## src/rtl/bcs_pkg.sv

```systemverilog
`timescale 1ns/1ps
package bcs_pkg;
  typedef enum logic [2:0] {
    ST_IDLE, ST_NACK, ST_LOW, ST_HIGH, ST_STOP, ST_SETTLE, ST_CHECK
  } bcs_state_e;
endpackage

```

## src/rtl/bcs_phase_timer.sv

```systemverilog
`timescale 1ns/1ps
module bcs_phase_timer #(
  parameter int CYC = 2000
) (
  input  logic clk_i,
  input  logic rst_ni,
  input  logic run_i,
  output logic tick_o
);
  localparam int W = (CYC > 1) ? $clog2(CYC) : 1;
  localparam logic [W-1:0] LAST = W'(CYC - 1);

  logic [W-1:0] cnt_q;

  assign tick_o = run_i && (cnt_q == LAST);

  always_ff @(posedge clk_i or negedge rst_ni) begin
    if (!rst_ni)                cnt_q <= '0;
    else if (!run_i || tick_o)  cnt_q <= '0;
    else                        cnt_q <= cnt_q + 1'b1;
  end
endmodule

```

## src/rtl/bcs_busy_watch.sv

```systemverilog
`timescale 1ns/1ps
module bcs_busy_watch #(
  parameter int CYC = 100000000
) (
  input  logic clk_i,
  input  logic rst_ni,
  input  logic en_i,
  input  logic busy_i,
  output logic expire_o
);
  localparam int W = (CYC > 1) ? $clog2(CYC) : 1;
  localparam logic [W-1:0] LAST = W'(CYC - 1);

  logic [W-1:0] cnt_q;

  // fires on the CYC-th consecutive edge with busy high
  assign expire_o = en_i && busy_i && (cnt_q == LAST);

  always_ff @(posedge clk_i or negedge rst_ni) begin
    if (!rst_ni)                            cnt_q <= '0;
    else if (!en_i || !busy_i || expire_o)  cnt_q <= '0;
    else                                    cnt_q <= cnt_q + 1'b1;
  end
endmodule

```

## src/rtl/bcs_fsm.sv

```systemverilog
`timescale 1ns/1ps
module bcs_fsm
  import bcs_pkg::*;
#(
  parameter int NUM_PULSES = 9,
  parameter int MAX_RETRY  = 2
) (
  input  logic       clk_i,
  input  logic       rst_ni,
  input  logic       req_i,
  input  logic       expire_i,
  input  logic       tick_i,
  input  logic       busy_i,
  output bcs_state_e state_o,
  output logic       scl_low_o,
  output logic       nack_o,
  output logic       stop_o,
  output logic       reinit_o,
  output logic       done_o,
  output logic       fail_o
);
  localparam int PW = $clog2(NUM_PULSES + 1);
  localparam int RW = (MAX_RETRY < 1) ? 1 : $clog2(MAX_RETRY + 1);
  localparam logic [PW-1:0] LAST_PULSE = PW'(NUM_PULSES - 1);
  localparam logic [RW-1:0] RETRY_MAX  = RW'(MAX_RETRY);

  bcs_state_e  state_q, state_d;
  logic [PW-1:0] pulse_q;
  logic [RW-1:0] retry_q;
  logic          out_of_retries;

  assign out_of_retries = (retry_q == RETRY_MAX);

  always_comb begin
    state_d = state_q;
    unique case (state_q)
      ST_IDLE:   if (req_i || expire_i) state_d = ST_NACK;
      ST_NACK:   state_d = ST_LOW;
      ST_LOW:    if (tick_i) state_d = ST_HIGH;
      ST_HIGH:   if (tick_i) state_d = (pulse_q == LAST_PULSE) ? ST_STOP : ST_LOW;
      ST_STOP:   state_d = ST_SETTLE;
      ST_SETTLE: if (tick_i) state_d = ST_CHECK;
      ST_CHECK:  state_d = (busy_i && !out_of_retries) ? ST_NACK : ST_IDLE;
      default:   state_d = ST_IDLE;
    endcase
  end

  always_ff @(posedge clk_i or negedge rst_ni) begin
    if (!rst_ni) begin
      state_q <= ST_IDLE;
      pulse_q <= '0;
      retry_q <= '0;
    end else begin
      state_q <= state_d;
      if (state_q == ST_NACK)                 pulse_q <= '0;
      else if (state_q == ST_HIGH && tick_i)  pulse_q <= pulse_q + 1'b1;
      if (state_q == ST_CHECK)
        retry_q <= (busy_i && !out_of_retries) ? retry_q + 1'b1 : '0;
    end
  end

  assign state_o   = state_q;
  assign scl_low_o = (state_q == ST_LOW);
  assign nack_o    = (state_q == ST_NACK) || (state_q == ST_LOW) ||
                     (state_q == ST_HIGH) || (state_q == ST_STOP);
  assign stop_o    = (state_q == ST_STOP);
  assign reinit_o  = (state_q == ST_CHECK);
  assign done_o    = (state_q == ST_CHECK) && !busy_i;
  assign fail_o    = (state_q == ST_CHECK) && busy_i && out_of_retries;
endmodule

```

## src/rtl/bus_clear_seq.sv

```systemverilog
`timescale 1ns/1ps
module bus_clear_seq
  import bcs_pkg::*;
#(
  parameter int CLKS_PER_US = 100,
  parameter int PHASE_US    = 20,
  parameter int TIMEOUT_US  = 1000000,
  parameter int NUM_PULSES  = 9,
  parameter int MAX_RETRY   = 2
) (
  input  logic clk_i,
  input  logic rst_ni,
  input  logic req_i,
  input  logic busy_i,
  output logic scl_low_o,
  output logic nack_o,
  output logic stop_o,
  output logic reinit_o,
  output logic done_o,
  output logic fail_o
);
  localparam int PHASE_CYC   = CLKS_PER_US * PHASE_US;
  localparam int TIMEOUT_CYC = CLKS_PER_US * TIMEOUT_US;

  bcs_state_e state;
  logic       tick, expire, timer_run, idle;

  assign idle      = (state == ST_IDLE);
  assign timer_run = (state == ST_LOW) || (state == ST_HIGH) || (state == ST_SETTLE);

  bcs_phase_timer #(.CYC(PHASE_CYC)) u_timer (
    .clk_i  (clk_i),
    .rst_ni (rst_ni),
    .run_i  (timer_run),
    .tick_o (tick)
  );

  bcs_busy_watch #(.CYC(TIMEOUT_CYC)) u_watch (
    .clk_i    (clk_i),
    .rst_ni   (rst_ni),
    .en_i     (idle),
    .busy_i   (busy_i),
    .expire_o (expire)
  );

  bcs_fsm #(.NUM_PULSES(NUM_PULSES), .MAX_RETRY(MAX_RETRY)) u_fsm (
    .clk_i     (clk_i),
    .rst_ni    (rst_ni),
    .req_i     (req_i),
    .expire_i  (expire),
    .tick_i    (tick),
    .busy_i    (busy_i),
    .state_o   (state),
    .scl_low_o (scl_low_o),
    .nack_o    (nack_o),
    .stop_o    (stop_o),
    .reinit_o  (reinit_o),
    .done_o    (done_o),
    .fail_o    (fail_o)
  );
endmodule

```

## config.mk

```make
export PLATFORM = sky130hd
export DESIGN_NAME = bus_clear_seq
export DESIGN_NICKNAME = d
export VERILOG_FILES = /design/src/rtl/bcs_pkg.sv /design/src/rtl/bcs_phase_timer.sv /design/src/rtl/bcs_busy_watch.sv /design/src/rtl/bcs_fsm.sv /design/src/rtl/bus_clear_seq.sv
export SDC_FILE = /design/constraint.sdc
export NUM_CORES = 1
export LEC_CHECK = 0
export BUFFER_PORTS_ARGS = -buffer_cell sky130_fd_sc_hd__buf_2
export CORE_ASPECT_RATIO = 0.6
export CORE_MARGIN = 1.5
export CORE_UTILIZATION = 55
export DETAILED_ROUTE_END_ITERATION = 10
export GPL_TIMING_DRIVEN = 0
export PLACE_DENSITY = 0.72
export SYNTH_ARGS = -nofsm -noshare
export SYNTH_HDL_FRONTEND = slang
export SYNTH_HIERARCHICAL = 1
export SYNTH_SLANG_ARGS = --single-unit
```

## constraint.sdc

```tcl
create_clock -name clk_i -period 2.4 [get_ports clk_i]
set_input_delay 0.12 -clock clk_i [delete_from_list [all_inputs] [get_ports clk_i]]
set_output_delay 0.12 -clock clk_i [all_outputs]
set_load 0.05 [all_outputs]
```

## After elaboration in Yosys (flattened, before gate mapping)

Cells that the tools add are included.

- Register bits: 47
- Input bits: 4
- Output and inout bits: 6
- Logic and storage cells: 59

- Add/sub/neg operators: 4
- Equality and inequality tests: 14
- Muxes and demuxes: 12
- Reduce and logical (&&, ||, !) cells: 24

Operators by type and width:

| cell | number |
|---|---|
| 27-bit by 1-bit adder with 27-bit output, second input constant | 1 |
| 27-bit equality test, second input constant | 1 |
| 27-bit two-way mux | 1 |
| 3-bit one-hot mux with 7 select lines | 1 |
| 3-bit two-way mux | 5 |
| 11-bit by 1-bit adder with 11-bit output, second input constant | 1 |
| 11-bit equality test, second input constant | 1 |
| 11-bit two-way mux | 1 |
| 3-bit equality test, second input constant | 3 |
| 1-bit logical OR | 9 |
| 1-bit logical AND | 8 |
| 4-bit two-way mux | 2 |
| 2-bit by 1-bit inequality test with 1-bit output, second input constant | 4 |
| 3-bit by 2-bit equality test with 1-bit output, second input constant | 2 |
| 4-bit by 1-bit adder with 4-bit output, second input constant | 1 |
| 4-bit equality test, second input constant | 1 |
| 1-bit logical NOT | 4 |
| 4-bit AND reduction | 1 |
| 3-bit by 1-bit equality test with 1-bit output, second input constant | 1 |
| 3-bit logical NOT | 1 |
| 2-bit by 1-bit adder with 2-bit output, second input constant | 1 |
| 2-bit equality test, second input constant | 1 |
| 2-bit two-way mux | 1 |
| 2-bit nonzero test | 1 |
| 1-bit two-way mux | 1 |

## Logic depth before layout (Yosys ltp)

- Depth in word-level cells: 7
- Mapped depth: 9
- Mapped depth without buffers: 7

## Hierarchy

Netlist, hierarchy kept.

Modules (own cells, without submodules):

| module | times used | cells an instance | area each (um2) | sequential area each (um2) |
|---|---|---|---|---|
| bcs_busy_watch | 1 | 158 | 1475.2 | 675.6 |
| bcs_fsm | 1 | 62 | 560.5 | 225.2 |
| bcs_phase_timer | 1 | 58 | 548.0 | 275.3 |
| bus_clear_seq | 1 | 4 | 25.0 | 0.0 |

## Worst setup path after synthesis

OpenSTA, ideal clock, no wires.

- Path type: register -> register
- From: register u_timer.cnt_q[0]
- To: register u_fsm.pulse_q[3]
- Setup time: 0.069 ns
- Arrival time: 1.797 ns
- Required time: 2.331 ns
- Setup slack: 0.534 ns
- Stages on the path, launching flop included: 9
- Buffers on the path: 1
- Clock period less this slack: 1.866 ns
- Cells stage by stage: dfrtp_1 -> ha_1 -> and3_1 -> nand2_1 -> nor3_1 -> buf_2 -> nand4_1 -> or4_1 -> nand3_1

- Longest elaborated chain between the ends: 4

RTL lines:

| what | line | text |
|---|---|---|
| from (decl) | bcs_phase_timer.sv:13 | `logic [W-1:0] cnt_q;` |
| from (signal assigned) | bcs_phase_timer.sv:20 | `else cnt_q <= cnt_q + 1'b1;` |
| 11-bit equality test | bcs_phase_timer.sv:15 | `assign tick_o = run_i && (cnt_q == LAST);` |
| 1-bit logical AND | bcs_phase_timer.sv:15 |  |
| net tick | bus_clear_seq.sv:26 | `logic tick, expire, timer_run, idle;` |
| 1-bit logical AND | bcs_fsm.sv:56 | `else if (state_q == ST_HIGH && tick_i) pulse_q <= pulse_q + 1'b1;` |
| 2-bit nonzero test (no line) | n/a |  |
| to (signal assigned) | bcs_fsm.sv:56 |  |
| to (decl) | bcs_fsm.sv:28 | `logic [PW-1:0] pulse_q;` |

The timed path passes the listed nets, and every way through them passes these cells.
A chain may end at the register's enable or synchronous reset.

## Worst setup path in the final report

Ends and elaborated chain as after synthesis.

==> flow_results.org <==
** Synthesis
- Library cells used by synthesis :: 50
- Number of flops mapped to enable cells by yosys :: 0
- Sequential area share after synthesis :: 0.451
- Syn. warnings :: 6
- Prevailing post-synth register cell :: dfrtp_1
- Fraction of synthesis flops using an asynchronous set or reset pin :: 1.00
- Post-Synthesis Net Count :: 291
- A synthesized cell averages 9.25 um^2.
- Number of instances in the synthesized netlist :: 282
- Summed instance area of the synthesized netlist :: 0.00261 mm^2
- In this run, synthesis produced a sequential element count of 47.

** Clock tree
- Clock Path Buffers :: 2
- Clock-pin slew was measured on the worst setup and hold paths at 80 ps.
- TritonCTS clock tree :: built
- Number of hold-repair buffers added at the cts stage :: 0
- Number of clock buffers inserted by TritonCTS :: 5
- CTS H-tree depth :: 2
- Buffers added to address setup during post-CTS repair amount to 0.
- CTS saw 47 sinks.
- Cts repair resizes :: 0
- The root buffer cell chosen for the clock tree is clkbuf_8.
- Clock latency reported for the late side of the worst-skew pair :: 300 ps

** Run
- Max Cap Violations :: 0

** STA
- Worst-case clock skew :: 7.76 ps
- RSZ-0062 raised after global routing :: false
- Part of the cycle the worst path needs :: 0.925
- Number of endpoints failing setup at the final stage :: 0
- In this run the tightest slew margin relative to its limit is 0.314.
- Peak Freq :: 451 MHz
- The hold violation total from the final report is 13.
- Number of slew-limit violations in the final report :: 0
- Clock period minus worst slack :: 2220 ps
- Setup TNS :: 0 ps
- On the final layout, the worst hold slack is -7.15 ps.
- Slew at the pin closest to its max-slew limit :: 1030 ps

** Power
- The completed layout was analyzed and its total power is 1.73 mW.
- Maximum VDD drop :: 377 uV
- PD cells :: 608 mW/mm^2
- For this design the static power due to leakage is 1.23 nW.

** Floorplan
- Die Ht :: 56.3 um
- Effective utilization at floorplan :: 0.572
- CORE AREA :: 0.00456 mm^2
- During I/O placement, the number of pins put on the boundary was 10.
- The die is 91.9 um wide.
- Area enclosed by the die boundary :: 0.00518 mm^2
- Floorplan row count :: 19

** Critical path
- The critical path is of the flip-flop to flip-flop type.
- Category of the worst setup path capture point :: flip-flop
- Maximum fanout along the worst path :: 9
- For the worst setup path, the data required time is 2640 ps.
- The worst setup path is launched from a flip-flop.
- Worst Path Arrival :: 2460 ps
- Setup slack on the worst flop-to-flop path :: 180 ps

** Final layout
- Relative to the synthesized area, the layout overhead comes to 9.26%.
- Summing all non-filler instances in the final layout gives an area of 0.00285 mm^2.
- The repair_antennas step left the layout with diodes totalling 0.
- Proportion of layout cells with a drive suffix above 1 :: 0.120
- The net count of the finished layout is 307.
- After filler insertion, the fill cell instance count of the layout stands at 391.

** Drt
- After detailed routing, the average wire length per cell comes to 14.5 um.
- DRC violations left :: 0
- Detailed Route Iter0 Violations :: 127
- WL final :: 5260 um
- For this run, the detailed router's first-pass iteration total came to 5.
- In the routed layout, each cell is associated on average with a via count of 5.58.
- The detailed router placed 2019 vias in this run.
- The detail route stage leaves a number of antenna-violating nets equal to 0.

** Place
- Routability-driven placement congestion ratio :: 0.873
- In this run the cell area measured after placement is 0.00273 mm^2.
- During placement, the flow inserted port buffers numbering 9.
- Detailed placement ended at an HPWL of 3800 um.

** Status
- Status :: finished, violations left
- Violated checks :: hold timing

** Global routing
- Global-route total usage across every layer :: 0.218
- For this run the aggregate overflow at the end of global routing stands at 0.
- The number of antenna violations at the first check in global routing is 0.
- The via count of the first global-routing pass was 1794.
- The first global-routing pass estimated 8700 um of wire.
- Entering global routing, the biggest net connects 48 pins.

** Min path
- Classification of the worst-slack hold path :: input pin to async pin
==> cell usage after synthesis (all sizes together), types with 6 or more instances <==
cell   instances  share of area
nand4          7          0.025
nor2          43          0.063
xnor2          9          0.030
xor2          16          0.054
a21oi          6          0.012
buf            7          0.024
nand3         36          0.071
dfrtp         47           0.45
or3            6          0.014
and3          10          0.024
nor4           7          0.028
inv           14          0.020
nand2         23          0.033
nor3           8          0.015
==> placed cells by master, fill, tap and decap left out, types with 4 or more instances in the layout <==
master     n
a21oi_1    6
xnor2_1    9
clkbuf_8   6
xor2_1    16
inv_1     13
buf_2     11
nand2_1   23
ha_1       5
nor4_1     5
and3_1     9
nand4_1    5
nand3_1   35
nor3_1     8
a31oi_1    4
or3_1      6
nor2_1    42
dfrtp_1   47
==> per-layer routing <==
layer,track usage,up-vias,wire [um]
li1,-,1018,-
met5,0,-,0
met3,0.0583,4,287
met1,0.353,943,2940
met4,0.0527,0,17
met2,0.281,54,2010
==> power breakdown <==
part	switching [mW]	internal [mW]	total, mW	leakage [nW]
Clock	0.259	0.337	0.596	0.0612
Combinational	0.128	0.0915	0.220	0.543
Sequential	0.0692	0.848	0.917	0.626
Total	0.456	1.28	1.73	1.23
==> per-stage QoR <==
stage / setup slack [ps] / cells / utilization / hold slack [ps]
final: 181 / 362 / 0.624 / -7.15
after CTS: 189 / 362 / 0.624 / 33.1
after global routing: 5.70 / 362 / 0.624 / 89.3
after floorplan: 534 / 282 / - / -176
after global placement: 354 / 354 / 0.599 / 361
after detailed placement: 235 / 354 / 0.599 / 361
==> worst max-delay path, stage by stage (launching register included) <==
cell     delay, ps
dfrtp_1        390
ha_1           260
and3_1         250
nand2_1        110
nor3_1         230
buf_2          240
nand4_1        170
or4_1          420
nand3_1         90
==> cells by family after synthesis <==
group	share of synthesized area
flip-flops	0.451
AO/OA/AOI/OAI	0.0767
XOR/XNOR	0.0839
AND/OR/NAND/NOR	0.315
buffers and inverters	0.0456
multiplexers	0.00432
adder cells (fa/ha/maj)	0.0240
==> state kept, by name (all words and copies together), names as in the netlist <==
signal         flops
u_watch/cnt_q     27
u_timer/cnt_q     11
u_fsm/pulse_q      4
u_fsm/state_o      3
u_fsm/retry_q      2
==> layout make-up <==
class / instances / area (um^2) / share of cell area
clock inverters: 2 / 35.0 / 0.0123
repair buffers: 9 / 45.0 / 0.0158
clock buffers: 6 / 82.6 / 0.0290
multi-input cells: 213 / 1310 / 0.461
flip-flops and latches: 47 / 1180 / 0.413
well taps: 63 / 78.8 / 0.0277
plain buffers: 8 / 66.3 / 0.0233
inverters: 14 / 52.6 / 0.0184
==> worst paths after layout <==
kind,start,endpoint,depth (start not counted)
setup / recovery,u_timer/cnt_q[0],u_fsm/pulse_q[3],8
hold / removal,rst_ni,u_fsm/pulse_q[0],1
setup reg to reg,u_timer/cnt_q[0],u_fsm/pulse_q[3],8
hold reg to reg,u_timer/cnt_q[0],u_timer/cnt_q[0],1
max in group asynchronous,rst_ni,u_watch/cnt_q[5],1
min in group clk_i,busy_i,u_fsm/retry_q[1],3
(Power assumes the default switching activity.)
